===== config.mk =====
export PLATFORM = sky130hd
export DESIGN_NAME = alu_flags_top
export DESIGN_NICKNAME = d
export VERILOG_FILES = /design/src/rtl/alu_pkg.sv /design/src/rtl/alu_opnd_prep.sv /design/src/rtl/alu_carry_core.sv /design/src/rtl/alu_flag_gen.sv /design/src/rtl/alu_flags_top.sv
export SDC_FILE = /design/constraint.sdc
export NUM_CORES = 1
export LEC_CHECK = 0
export BUFFER_PORTS_ARGS = -buffer_cell sky130_fd_sc_hd__buf_2
export CAP_MARGIN = 30
export CORE_MARGIN = 8
export CORE_UTILIZATION = 43
export DETAILED_ROUTE_END_ITERATION = 8
export PLACE_DENSITY = 0.61
export SYNTH_ARGS = -nofsm -noshare
export SYNTH_HDL_FRONTEND = slang
export SYNTH_SLANG_ARGS = --single-unit

===== constraint.sdc =====
create_clock -name clk -period 6.9 [get_ports clk]
set_input_delay 0 -clock clk [delete_from_list [all_inputs] [get_ports clk]]
set_output_delay 0 -clock clk [all_outputs]
set_load 0.05 [all_outputs]

===== src/rtl/alu_pkg.sv =====
package alu_pkg;

  typedef enum logic [2:0] {
    OP_ADD = 3'd0,
    OP_ADC = 3'd1,
    OP_INC = 3'd2,
    OP_SUB = 3'd3,
    OP_SBB = 3'd4,
    OP_DEC = 3'd5,
    OP_NEG = 3'd6,
    OP_RSV = 3'd7
  } alu_op_e;

  localparam int NFLAG  = 6;
  localparam int NSIZE  = 3;
  localparam int FL_CF  = 0;
  localparam int FL_PF  = 1;
  localparam int FL_AF  = 2;
  localparam int FL_ZF  = 3;
  localparam int FL_SF  = 4;
  localparam int FL_OF  = 5;

  typedef struct packed {
    logic of;
    logic sf;
    logic zf;
    logic af;
    logic pf;
    logic cf;
  } alu_flags_t;

endpackage


===== src/rtl/alu_opnd_prep.sv =====
module alu_opnd_prep
  import alu_pkg::*;
#(
  parameter int W = 32
) (
  input  logic [2:0]   op,
  input  logic [W-1:0] dst,
  input  logic [W-1:0] src,
  input  logic         cf_in,
  output logic [W-1:0] add_a,
  output logic [W-1:0] add_b,
  output logic         add_cin,
  output logic         is_sub,
  output logic         keep_cf,
  output logic         op_ok
);

  alu_op_e op_e;
  assign op_e = alu_op_e'(op);

  // Subtraction is done as a + ~b + (1 - borrow); carry is inverted afterwards.
  always_comb begin
    add_a   = dst;
    add_b   = src;
    add_cin = 1'b0;
    is_sub  = 1'b0;
    keep_cf = 1'b0;
    op_ok   = 1'b1;
    unique case (op_e)
      OP_ADD: ;
      OP_ADC: add_cin = cf_in;
      OP_INC: begin
        add_b   = '0;
        add_cin = 1'b1;
        keep_cf = 1'b1;
      end
      OP_SUB: begin
        add_b   = ~src;
        add_cin = 1'b1;
        is_sub  = 1'b1;
      end
      OP_SBB: begin
        add_b   = ~src;
        add_cin = ~cf_in;
        is_sub  = 1'b1;
      end
      OP_DEC: begin
        add_b   = ~W'(1);
        add_cin = 1'b1;
        is_sub  = 1'b1;
        keep_cf = 1'b1;
      end
      OP_NEG: begin
        add_a   = '0;
        add_b   = ~dst;
        add_cin = 1'b1;
        is_sub  = 1'b1;
      end
      default: op_ok = 1'b0;
    endcase
  end

endmodule


===== src/rtl/alu_carry_core.sv =====
module alu_carry_core
  import alu_pkg::*;
#(
  parameter int W = 32
) (
  input  logic [W-1:0]     a,
  input  logic [W-1:0]     b,
  input  logic             cin,
  output logic [W-1:0]     sum,
  output logic [NSIZE-1:0] cout_sz,
  output logic [NSIZE-1:0] ovf_sz,
  output logic             c4
);

  localparam int XW = W + 1;

  logic [XW-1:0] a_x, b_x, full;

  assign a_x  = {1'b0, a};
  assign b_x  = {1'b0, b};
  assign full = a_x + b_x + XW'(cin);
  assign sum  = full[W-1:0];

  // Carry into bit k is recovered as full[k] ^ a[k] ^ b[k].
  assign c4 = full[4] ^ a_x[4] ^ b_x[4];

  for (genvar g = 0; g < NSIZE; g++) begin : g_width
    localparam int SW = W >> (NSIZE - 1 - g);
    assign cout_sz[g] = full[SW] ^ a_x[SW] ^ b_x[SW];
    assign ovf_sz[g]  = (a_x[SW-1] == b_x[SW-1]) && (full[SW-1] != a_x[SW-1]);
  end

endmodule


===== src/rtl/alu_flag_gen.sv =====
module alu_flag_gen
  import alu_pkg::*;
#(
  parameter int W = 32
) (
  input  logic [1:0]       size,
  input  logic [W-1:0]     sum,
  input  logic [W-1:0]     dst,
  input  logic [NSIZE-1:0] cout_sz,
  input  logic [NSIZE-1:0] ovf_sz,
  input  logic             c4,
  input  logic             is_sub,
  input  logic             keep_cf,
  input  logic             op_ok,
  input  logic             cf_in,
  output logic [W-1:0]     res,
  output alu_flags_t       flags,
  output logic [NFLAG-1:0] we
);

  logic [W-1:0]     mask_sz [NSIZE];
  logic [NSIZE-1:0] sgn_sz;
  logic [NSIZE-1:0] zro_sz;
  logic [1:0]       idx;

  for (genvar g = 0; g < NSIZE; g++) begin : g_width
    localparam int SW = W >> (NSIZE - 1 - g);
    assign mask_sz[g] = {W{1'b1}} >> (W - SW);
    assign sgn_sz[g]  = sum[SW-1];
    assign zro_sz[g]  = (sum[SW-1:0] == '0);
  end

  assign idx = (size >= 2'd2) ? 2'd2 : size;

  always_comb begin
    res   = dst;
    flags = '0;
    we    = '0;
    if (op_ok) begin
      res      = (sum & mask_sz[idx]) | (dst & ~mask_sz[idx]);
      flags.cf = keep_cf ? cf_in : (cout_sz[idx] ^ is_sub);
      flags.pf = ~^sum[7:0];
      flags.af = c4 ^ is_sub;
      flags.zf = zro_sz[idx];
      flags.sf = sgn_sz[idx];
      flags.of = ovf_sz[idx];
      we        = '1;
      we[FL_CF] = ~keep_cf;
    end
  end

endmodule


===== src/rtl/alu_flags_top.sv =====
module alu_flags_top
  import alu_pkg::*;
#(
  parameter int DATA_W = 32
) (
  input  logic              clk,
  input  logic              rst,
  input  logic [2:0]        op_i,
  input  logic [1:0]        size_i,
  input  logic [DATA_W-1:0] dst_i,
  input  logic [DATA_W-1:0] src_i,
  input  logic              cf_i,
  output logic [DATA_W-1:0] res_o,
  output logic [NFLAG-1:0]  flags_o,
  output logic [NFLAG-1:0]  flag_we_o
);

  logic [DATA_W-1:0] add_a, add_b, sum, res_n;
  logic              add_cin, is_sub, keep_cf, op_ok, c4;
  logic [NSIZE-1:0]  cout_sz, ovf_sz;
  alu_flags_t        flags_n;
  logic [NFLAG-1:0]  we_n;

  alu_opnd_prep #(.W(DATA_W)) u_prep (
    .op(op_i), .dst(dst_i), .src(src_i), .cf_in(cf_i),
    .add_a(add_a), .add_b(add_b), .add_cin(add_cin),
    .is_sub(is_sub), .keep_cf(keep_cf), .op_ok(op_ok)
  );

  alu_carry_core #(.W(DATA_W)) u_core (
    .a(add_a), .b(add_b), .cin(add_cin), .sum(sum),
    .cout_sz(cout_sz), .ovf_sz(ovf_sz), .c4(c4)
  );

  alu_flag_gen #(.W(DATA_W)) u_flags (
    .size(size_i), .sum(sum), .dst(dst_i), .cout_sz(cout_sz),
    .ovf_sz(ovf_sz), .c4(c4), .is_sub(is_sub), .keep_cf(keep_cf),
    .op_ok(op_ok), .cf_in(cf_i), .res(res_n), .flags(flags_n), .we(we_n)
  );

  always_ff @(posedge clk) begin
    if (rst) begin
      res_o     <= '0;
      flags_o   <= '0;
      flag_we_o <= '0;
    end else begin
      res_o     <= res_n;
      flags_o   <= flags_n;
      flag_we_o <= we_n;
    end
  end

endmodule


; ---- After elaboration in Yosys (flattened, before gate mapping)
; Cells that the tools add are included.
[word_totals]
reg_bits = 44
out_inout_bits = 44
wordCells = 74
[op_classes]
add_sub_neg = 2
n_lt_le_gt_ge = 3
eq_ne = 12
mux = 21
bitwise_logic = 18
reduce_logical = 14
[op_table]
columns = operator, count
row1 = $mux W32, 4
row2 = $pmux W32 S4, 1
row3 = $not A32 Y32, 3
row4 = $and A32 B32 Y32, 2
row5 = $bmux W32 S2, 1
row6 = $add A32 B32 Y33, 1
row7 = $add A33 B1 Y33, 1
row8 = $logic_not A32 Y1, 1
row9 = $or A32 B32 Y32, 1
row10 = $logic_not A16 Y1, 1
row11 = $eq A3 B3 Y1 const B, 3
row12 = $bmux W1 S2, 4
row13 = $logic_not A8 Y1, 1
row14 = $mux W1, 8
row15 = $reduce_or A4 Y1, 2
row16 = $reduce_xnor A8 Y1, 1
row17 = $xor A1 B1 Y1, 8
row18 = $reduce_or A7 Y1, 1
row19 = $eq A3 B2 Y1 const B, 2
row20 = $mux W6, 1
row21 = $reduce_or A2 Y1, 3
row22 = $eq A1 B1 Y1, 3
row23 = $eq A3 B1 Y1 const B, 1
row24 = $ge A3 B3 Y1 const B, 1
row25 = 9 further kinds, 15

; ---- Longest topological paths before layout
; Gate-level depths: netlist of the first run.
[logic_depth]
ltp_word = 11
mapped_depth = 22

; ---- By module
; Synthesis of the first run repeated with hierarchy kept, for this count alone.
[hier_totals]
cells_unflattened = 668
hier_area_um2 = 5283.8
[modules_own_cells]
columns = mod, n_inst, cells_each, area_per_inst_um2, seq_area_each_um2
row1 = alu_carry_core, 1, 259, 1813.0, 0.0
row2 = alu_opnd_prep, 1, 228, 1481.4, 0.0
row3 = alu_flags_top, 1, 92, 1176.1, 880.8
row4 = alu_flag_gen, 1, 89, 813.3, 0.0

; ---- Worst setup path after synthesis of the first run
; OpenSTA, ideal clock, no wires.
[synth_path]
path_type = input to register
startpoint = in op_i[0]
endpoint = reg flags_o[3]
arrival_ns = 3.550
required_time_ns = 6.831
slack_ns = 3.281
path_stages = 21
n_path_buf = 3
path_cell_list = buf_2 -> nand2b_1 -> clkbuf_1 -> or2_2 -> clkbuf_1 -> and2_1 -> fa_1 -> inv_1 -> fa_1 -> nor2b_4 -> o31ai_4 -> nand2_1 -> xnor2_1 -> ha_1 -> nand4_1 -> nor2_1 -> o31ai_1 -> a2111oi_0 -> a31o_2 -> nand4_1 -> o21ai_1
[synth_via]
elab_chain_cells = 8
elab_cells_between_ends = 23
classes_between = add/sub: 2 / eq/ne: 6 / mux: 6 / bitwise: 1 / reduce/logical: 8
[synth_lines]
columns = item, line_no
row1 = from (decl), alu_flags_top.sv:8  ; input logic [2:0] op_i,
row2 = $eq A3 B2 Y1 or $eq A3 B3 Y1 (tied branches), alu_opnd_prep.sv:29  ; unique case (op_e)
row3 = $reduce_or A2 Y1 (no line), -
row4 = $pmux W32 S4, alu_opnd_prep.sv:29
row5 = $add A32 B32 Y33, alu_carry_core.sv:21  ; assign full = a_x + b_x + XW'(cin);
row6 = $add A33 B1 Y33, alu_carry_core.sv:21
row7 = "$logic_not A32 Y1, or another cell as far along", alu_flag_gen.sv:30  ; assign zro_sz[g] = (sum[SW-1:0] == '0);
row8 = $bmux W1 S2, alu_flag_gen.sv:44  ; flags.zf = zro_sz[idx];
row9 = $mux W1 (not written as such), alu_flag_gen.sv:44
row10 = to (signal assigned), alu_flags_top.sv:48  ; flags_o <= flags_n;
row11 = to (decl), alu_flags_top.sv:14  ; output logic [NFLAG-1:0] flags_o,
; Several ways; a longest one is shown, not always the timed one. The select of a mux whose other input is x is not followed.
; A chain may end at the register's enable or synchronous reset.

; ---- Worst setup path in the final report of the first run
; Ends and elaborated chain as after synthesis.

==> summary.md, run 1 <==
| Metric | Value |
|---|---|
| Pleak | 2.734 nW |
| Total track usage | 24.01% |
| Post-Syn Area | 5443 µm² |
| Top Family by Delay on Critical Path | simple AND/OR/NAND/NOR gates |
| Critical path depth | 20 |
| Root Driver | clkbuf_16 |
| H-tree levels | 2 |
| Critical Path Start Type | input pin |
| First-pass GRT wire length | 31990 µm |
| CP Capture Point | flags_o[3] |
| Power share of the combinational group | 59.4% |
| Period minus WS final | 4781 ps |
| Post-synthesis sequential area ratio | 14.71% |
| Final Routed Wirelength | 20290 µm |
| Clock share of power | 20.9% |
| CTS tree | built |
| Post-route DRC | 0 |
| Hold_buf cts | 22 |
| Synth unique cells | 88 |
| Pwr Total | 1.376 mW |
| TNS Setup | 0 ps |
| Hpwl dp | 15180 µm |
| Gpl congestion | 0.9598 |
| Buffers on Ports | 115 |
| Final period util | 69.29% |
| Initial DRC Count | 628 |
| Share of the synthesized area in the top cell type | 14.71% |
| Max-Cap Viols | 0 |
| Worst setup path start | op_i[0] |
| Clock transition at path regs | 70 ps |
| CTS sink count | 40 |
| Sequential Power Share | 19.7% |
| TritonRoute pass-1 iters | 5 |
| Row cnt | 41 |
| Worst Path Buf+Inv | 3 |
| Crit-path cells | buf_2 > nand2_1 > nor2_1 > buf_4 > a21oi_1 > fa_1 > inv_1 > fa_1 > nor2b_4 > o31ai_4 > nand2_1 > xnor2_1 > ha_1 > nand4_1 > nor2_1 > o31ai_1 > a2111oi_0 > a31o_2 > nand4_1 > o21ai_1 |
| Die ar. | 16510 µm² |
| Largest net degree at the start of global routing | 68 |
| Peak Freq | 209.2 MHz |
| Internal Pwr Total | 716.2 µW |
| Final ANT Viol Nets | 0 |
| Total net switching power | 660.1 µW |
| Setup CP Type | input pin to register |
| Async S/R FF share, synth | 0% |
| Final setup violation count | 0 |
| Crit path max fanout | 43 |
| CP arrival | 5030 ps |
| Mapped Avg Cell Area | 6.898 µm² |
| Hold Vio Cnt, Final | 0 |
| Post-CTS Resized | 0 |
| Max clock buf depth | 2 |
| Setup crit end kind | register |
| Unrepaired setup endpoints after global routing | false |
| Total global routing overflow | 0 |
| Mapped Nets | 898 |
| Ranking of synthesized cells by area | dfxtp_1 15%, nand2_1 8.3%, ha_1 8.0% |
| Outcome | completed |
| WL/cell | 19.20 µm |
| Worst Path Required | 7150 ps |
| Sw Share | 47.96% |
| Crit-path max cell delay | 750 ps |
| Relative slew slack | 41.37% |
| Cells after synthesis | 789 |
| Synth-to-layout area growth | 17.66% |
| Starting Density | 43.66% |
| Fraction of layout instances using a drive strength above 1 | 18.53% |
| ANT cells | 0 |
| Nets | 993 |
| Die span in x | 128.5 µm |
| Synth Warn # | 0 |
| I/O pin cnt | 116 |
| VDD IR max | 0.00009600 V |
| Die height | 128.5 µm |
| Vias in the first global route | 6121 |
| CORE AREA | 12470 µm² |
| Tightest Pin Transition | 879.4 ps |
| EDFF count, synth | 0 |
| Number of CTS-inserted buffers | 5 |
| Largest area contributor in the netlist | dfxtp_1 |
| Via density | 6.019 |
| Critical-path top delay cell | nand2_1 |
| Initial antenna violation count | 0 |
| Most common library cells after synthesis | 121 x nand2_1, 87 x a21oi_1, 72 x nor2_1 |
| Most frequent cell after synthesis | nand2_1 |
| Routed via count | 6362 |
| Post-CTS Setup Bufs | 0 |
| Yosys reg bits | 40 |
| Worst Hold Class | input pin to register |
| Dominant synthesized flop cell | dfxtp_1 |
| Pwr dens | 214.9 nW/µm² |
| Slew Limit Fails | 0 |
[metal layers]
layer / vias up / wire length, µm / track usage (%)
met5: - / 0 / 0
met4: 0 / 326 / 6.151
met3: 30 / 1423 / 3.972
met2: 274 / 9062 / 38.53
met1: 2972 / 9481 / 32.63
li1: 3086 / - / -
[cells by family after synthesis]
| family | after synthesis | share of synthesized area [%] |
|---|---|---|
| muxes | 14 | 2.598 |
| AOI/OAI and AO/OA | 284 | 35.89 |
| xor gates and xnor gates | 28 | 4.506 |
| buffers and inverters | 77 | 6.483 |
| and+or+nand+nor | 309 | 27.04 |
| DFF | 40 | 14.71 |
| adders and majority gates | 37 | 8.782 |
[cell type report]
cell class                      instances  area (µm²)
Clock buffer                            5       125.1
Clock inverter                          3       42.54
Fill cell                            1259        6062
Inverter                               20       75.07
Multi-Input combinational cell        672        4289
Sequential cell                        40       800.8
Tap cell                              172       215.2
Timing Repair Buffer                  145       855.8
[worst min-delay path by stage]
stage / from / end / cells past startpoint
floorplan: dst_i[0] / res_o[0] / 2
CTS: dst_i[7] / res_o[7] / 3
global placement: dst_i[17] / res_o[17] / 3
global route: dst_i[7] / res_o[7] / 3
detailed placement: dst_i[9] / res_o[9] / 3
finish: dst_i[7] / res_o[7] / 3
[stage by stage]
| step | std cells | hold slack, ps | instance area, µm² | setup slack (ps) | util [%] |
|---|---|---|---|---|---|
| final | 1057 | 9.746 | 6404 | 2119 | 51.37 |
| after CTS | 1057 | 3.462 | 6404 | 2161 | 51.37 |
| after detailed placement | 1027 | 267.1 | 6016 | 1860 | 48.26 |
| after global placement | 1027 | 266.2 | 6016 | 2185 | 48.26 |
| after global routing | 1057 | 21.76 | 6404 | 1576 | 51.37 |
| after floorplan | 789 | 136.0 | 5443 | 3281 | - |
[sequential cells by signal (all words and copies together) (netlist names)]
register   count
flag_we_o      2
res_o         32
flags_o        6
[power by group through the flow]
stage          Combinational (mW)  Clock, mW  Sequential, mW
2_1_floorplan               0.490          0           0.393
3_3_place_gp                0.796          0           0.276
3_5_place_dp                0.797          0           0.277
4_1_cts                     0.810      0.289           0.272
5_1_grt                     0.886      0.297           0.275
6_report                    0.818      0.287           0.271
[placed cells by master (no fill, tap or decap), types with 5 or more instances in the layout]
master,n
buf_2,115
nand4_1,10
inv_1,18
mux2i_1,13
nand3_1,16
a21o_1,9
nand2b_1,8
o2111ai_1,6
dfxtp_1,40
nor2_1,72
dlygate4sd3_1,22
o211ai_1,7
a211oi_1,15
o221ai_1,28
ha_1,35
xor2_1,6
buf_4,8
o21a_1,7
a31oi_1,7
and2_1,33
nor2b_1,5
o21ai_1,5
or3_1,6
o21ai_0,60
a21oi_1,87
nor3_1,9
xnor2_1,22
clkbuf_16,5
nand2_1,121
Note: power is estimated with default switching activity, not from simulation.
==> run 2: changes to the inputs <==
==> constraint.sdc (replaced) <==
create_clock -name clk -period 4.95 [get_ports clk]
set_input_delay 0 -clock clk [delete_from_list [all_inputs] [get_ports clk]]
set_output_delay 0 -clock clk [all_outputs]
set_load 0.05 [all_outputs]
==> run 2 against run 1 <==
Net effect: count of clock-buffer cells in the layout increased by 1; final area increased by 0.43%; clock power increased by 36%; worst setup slack got worse by 1400 ps; global-route usage decreased by 1.3 points; critical endpoint unchanged; utilization increased by 0.22 points.
==> summary.md, run 2 (synthesis gave the netlist of run 1 again) <==
| Metric | Value |
|---|---|
| Outcome | completed |
| VDD IR max | 0.0001466 V |
| Post-CTS Resized | 0 |
| Clock transition at path regs | 60 ps |
| Crit-path max cell delay | 560 ps |
| Worst Path Required | 5190 ps |
| Sequential Power Share | 19.9% |
| Buffers on Ports | 115 |
| Metal-1 WL | 8491 µm |
| TNS Setup | 0 ps |
| Largest registers | res_o x32, flags_o x6, flag_we_o x2 |
| Nets | 996 |
| Power share of the combinational group | 59.5% |
| First-pass GRT wire length | 30470 µm |
| Initial antenna violation count | 0 |
| Max clock buf depth | 2 |
| Hold_buf cts | 24 |
| Vias in the first global route | 6139 |
| Root Driver | clkbuf_16 |
| Synth-to-layout area growth | 18.16% |
| Commonest cells after routing, fill and taps aside | 121 x nand2_1, 115 x buf_2, 87 x a21oi_1, 72 x nor2_1, 60 x o21ai_0 |
| I/O pin cnt | 116 |
| Clock share of power | 20.6% |
| TritonRoute pass-1 iters | 6 |
| Crit-path cells | buf_2 > nand2_1 > nor2_1 > o21ai_0 > o21ai_0 > fa_1 > inv_1 > fa_1 > nor2b_4 > o31ai_4 > nand2_1 > xnor2_1 > ha_1 > nand4_1 > nor2_1 > o31ai_1 > a2111oi_0 > a31o_2 > nand4_1 > o21ai_1 |
| Post-CTS Setup Bufs | 0 |
| WL/cell | 18.00 µm |
| Routed via count | 6340 |
| Final setup violation count | 0 |
| Pleak | 2.750 nW |
| Total net switching power | 899.1 µW |
| Final period util | 85.15% |
| CP arrival | 4450 ps |
| Starting Density | 43.66% |
| Crit path max fanout | 27 |
| Met2 WL post-DR | 8498 µm |
| Total track usage | 22.68% |
| CORE AREA | 12470 µm² |
| Die ar. | 16510 µm² |
| Die span in x | 128.5 µm |
| Via density | 5.981 |
| Internal Pwr Total | 999.5 µW |
| Number of CTS-inserted buffers | 5 |
| Commonest non-fill, non-tap cell in the layout | nand2_1 |
| Gpl congestion | 0.9824 |
| Period minus WS final | 4215 ps |
| Critical-path top delay cell | nand2_1 |
| Met3 WL | 1555 µm |
| Worst Hold Class | input pin to register |
| Pwr dens | 295.2 nW/µm² |
| Setup CP Type | input pin to register |
| Unrepaired setup endpoints after global routing | false |
| Relative slew slack | 49.56% |
| Tightest Pin Transition | 756.6 ps |
| Register area | 800.8 µm² |
| Slew Limit Fails | 0 |
| Final Routed Wirelength | 19080 µm |
| Fraction of layout instances using a drive strength above 1 | 18.47% |
| CTS tree | built |
| Setup crit end kind | register |
| Max-Cap Viols | 0 |
| Hpwl dp | 14170 µm |
| Minimum hold slack | 5.167 ps |
| Row cnt | 41 |
| ANT cells | 0 |
| Post-route DRC | 0 |
| Largest register by flop count | res_o |
| Pwr Total | 1.899 mW |
| H-tree levels | 2 |
| Critical Path Start Type | input pin |
| Total global routing overflow | 0 |
| Multi-input gate area | 4289 µm² |
| Sw Share | 47.36% |
| Peak Freq | 237.2 MHz |
| Initial DRC Count | 712 |
| Hold Vio Cnt, Final | 0 |
| Max FFs per register | 32 |
| Top layer in use | met4 |
| Fillers | 1249 |
| CTS sink count | 40 |
| Die height | 128.5 µm |
| Top Family by Delay on Critical Path | compound AO/OA/AOI/OAI gates |
| Worst Path Buf+Inv | 2 |
| Final ANT Viol Nets | 0 |
| Largest net degree at the start of global routing | 68 |
## run 2: stage by stage
step / area [µm²] / worst slack (ps) / instances / utilization [%]
after global routing: 6431 / 520.7 / 1060 / 51.59
final: 6431 / 734.9 / 1060 / 51.59
after detailed placement: 6027 / 557.7 / 1028 / 48.35
after CTS: 6431 / 867.8 / 1060 / 51.59
after floorplan: 5443 / 1331 / 789 / -
after global placement: 6016 / 824.4 / 1027 / 48.26
## run 2: layout make-up
cell class | count | area share (%)
Clock buffer | 6 | 2.004
Clock inverter | 2 | 0.5447
Inverter | 20 | 1.167
Multi-Input combinational cell | 672 | 66.69
Sequential cell | 40 | 12.45
Tap cell | 172 | 3.346
Timing Repair Buffer | 148 | 13.79
## run 2: power groups by stage
stage	registers, mW	clock network (mW)	logic [mW]
after floorplan	0.548	0	0.682
after global placement	0.383	0	1.09
after detailed placement	0.385	0	1.10
after CTS	0.378	0.399	1.12
after global routing	0.382	0.409	1.23
final	0.377	0.391	1.13
## run 2: routing by layer
metal  vias up  GRT usage, %
met5         -             0
met4         0         9.191
met3        47         5.461
met2       281         36.12
met1      2933         28.83
li1       3079             -
## run 2: worst paths after layout
kind	end	slack, ps	cells after the start	start
worst max-delay path	flags_o[3]	730	20	op_i[0]
worst min-delay path	res_o[24]	5	3	dst_i[24]
==> run 3: changes to the inputs <==
--- a/config.mk
+++ b/config.mk
@@ -10,7 +10,7 @@
 export CORE_MARGIN = 8
 export CORE_UTILIZATION = 43
 export DETAILED_ROUTE_END_ITERATION = 8
-export PLACE_DENSITY = 0.61
+export PLACE_DENSITY = 0.66
 export SYNTH_ARGS = -nofsm -noshare
 export SYNTH_HDL_FRONTEND = slang
 export SYNTH_SLANG_ARGS = --single-unit
==> run 3 against run 2 <==
Net effect: sequential power barely moved; utilization rose by 0.49 points; hold slack improved by 4.2 ps; maximum frequency rose by 5.8%; sequential cell count did not move; sequential share of layout area fell by 0.12 points; worst setup slack improved by 230 ps; die area did not move.
==> summary.md, run 3 (synthesis gave the netlist of run 1 again) <==
| Metric | Value |
|---|---|
| Nets | 1001 |
| Period minus WS final | 3984 ps |
| Post-route DRC | 0 |
| Register area | 800.8 µm² |
| CTS tree | built |
| Largest register by flop count | res_o |
| CP arrival | 4220 ps |
| Relative slew slack | 49.06% |
| Total global routing overflow | 0 |
| Hpwl dp | 14000 µm |
| Outcome | completed |
| Fraction of layout instances using a drive strength above 1 | 18.92% |
| Starting Density | 43.66% |
| Placed Area | 6057 µm² |
| Initial antenna violation count | 1 |
| Die ar. | 16510 µm² |
| Final Routed Wirelength | 18520 µm |
| Final ANT Viol Nets | 0 |
| Critical Path Start Type | input pin |
| Pwr dens | 296.0 nW/µm² |
| Worst min-delay path startpoint | dst_i[27] |
| TNS Setup | 0 ps |
| Peak Freq | 251.0 MHz |
| Slew Limit Fails | 0 |
| Via density | 5.843 |
| Max FFs per register | 32 |
| Max clock buf depth | 2 |
| Post-CTS Setup Bufs | 0 |
| Final period util | 80.48% |
| Post-CTS Resized | 0 |
| Unrepaired setup endpoints after global routing | false |
| Hold_buf cts | 25 |
| Worst Hold Class | input pin to register |
| Tightest Pin Transition | 762.2 ps |
| Post-route insts no fill | 1066 |
| Crit path max fanout | 26 |
| CORE AREA | 12470 µm² |
| VDD IR max | 0.0001530 V |
| Worst Hold End | res_o[27] |
| Fin worst setup slack | 966.0 ps |
| Number of CTS-inserted buffers | 5 |
| Setup crit end kind | register |
| CTS sink count | 40 |
| H-tree levels | 2 |
| I/O pin cnt | 116 |
| Die height | 128.5 µm |
| Synth-to-layout area growth | 19.29% |
| Max-Cap Viols | 0 |
| Largest net degree at the start of global routing | 68 |
| Pleak | 2.782 nW |
| TritonRoute pass-1 iters | 5 |
| Commonest cells after routing, fill and taps aside | 121 x nand2_1, 115 x buf_2, 87 x a21oi_1, 72 x nor2_1, 60 x o21ai_0 |
| WL/cell | 17.38 µm |
| Buffers on Ports | 115 |
| Setup CP Type | input pin to register |
| Die span in x | 128.5 µm |
| Clock transition at path regs | 70 ps |
| Gpl congestion | 0.9313 |
| Hold depth | 3 |
| Total track usage | 22.26% |
| Largest registers | res_o x32, flags_o x6, flag_we_o x2 |
| Final setup violation count | 0 |
| Minimum hold slack | 9.353 ps |
| Final instance area | 6492 µm² |
| Routed via count | 6229 |
| Row cnt | 41 |
| First-pass GRT wire length | 29920 µm |
| Dpl ws | 773.2 ps |
| Commonest non-fill, non-tap cell in the layout | nand2_1 |
| Vias in the first global route | 5745 |
| Root Driver | clkbuf_16 |
| Initial DRC Count | 665 |
| Hold Vio Cnt, Final | 0 |
| Fillers | 1256 |
| Worst Path Required | 5190 ps |
| # placed instances | 1032 |
| Multi-input gate area | 4289 µm² |
[run 3: cell types whose count changed in the layout (fill, tap and decap cells not counted)]
| cell | previous run | this run |
|---|---|---|
| diode_2 | 0 | 1 |
| clkbuf_1 | 1 | 0 |
| clkbuf_8 | 0 | 2 |
| dlygate4sd3_1 | 24 | 25 |
| buf_4 | 8 | 12 |
| clkinv_2 | 1 | 0 |
[run 3: critical path, cell delays in order]
cell and delay (ps):
buf_2 440, nand2_1 480, nor2_1 250, a21oi_1 80, fa_1 430, inv_1 90, fa_1 250, nor2b_4 70
o31ai_4 330, nand2_1 190, xnor2_1 220, ha_1 170, nand4_1 100, nor2_1 120, o31ai_1 80, a2111oi_0 430
a31o_2 250, nand4_1 80, o21ai_1 140
[run 3: worst max-delay path by stage]
stage,slack (ps),startpoint,endpoint,depth (start not counted)
2_1_floorplan,1330,op_i[0],flags_o[3],21
3_3_place_gp,960,op_i[0],flags_o[3],20
3_5_place_dp,770,op_i[0],flags_o[3],19
4_1_cts,1050,op_i[0],flags_o[3],19
5_1_grt,610,op_i[0],flags_o[3],20
6_report,970,op_i[0],flags_o[3],19
[run 3: through the flow]
step,util [%],power (mW)
finish,52.08,1.922
global route,52.08,2.046
CTS,52.06,1.919
detailed placement,48.59,1.481
global placement,48.50,1.482
floorplan,-,1.230
[run 3: routing by layer]
metal	global-route usage, %	vias to the layer above	routed length, µm
li1	-	3098	-
met1	30.30	2866	8597
met2	34.85	246	8235
met3	4.303	19	1416
met4	6.496	0	274
met5	0	-	0
[run 3: cell type report]
type                       instances  area share (%)
sequential                        40           12.33
antenna                            1         0.03854
inverter                          20           1.156
clock inverter                     1          0.4625
timing repair buffer             153           14.28
multi-input combinational        672           66.06
tap                              172           3.315
clock buffer                       7           2.351
[run 3: power breakdown]
group          switching [mW]  internal [mW]  leakage, nW
Combinational           0.733          0.397         2.36
Clock                   0.148          0.266       0.0901
Sequential            0.00902          0.368        0.333
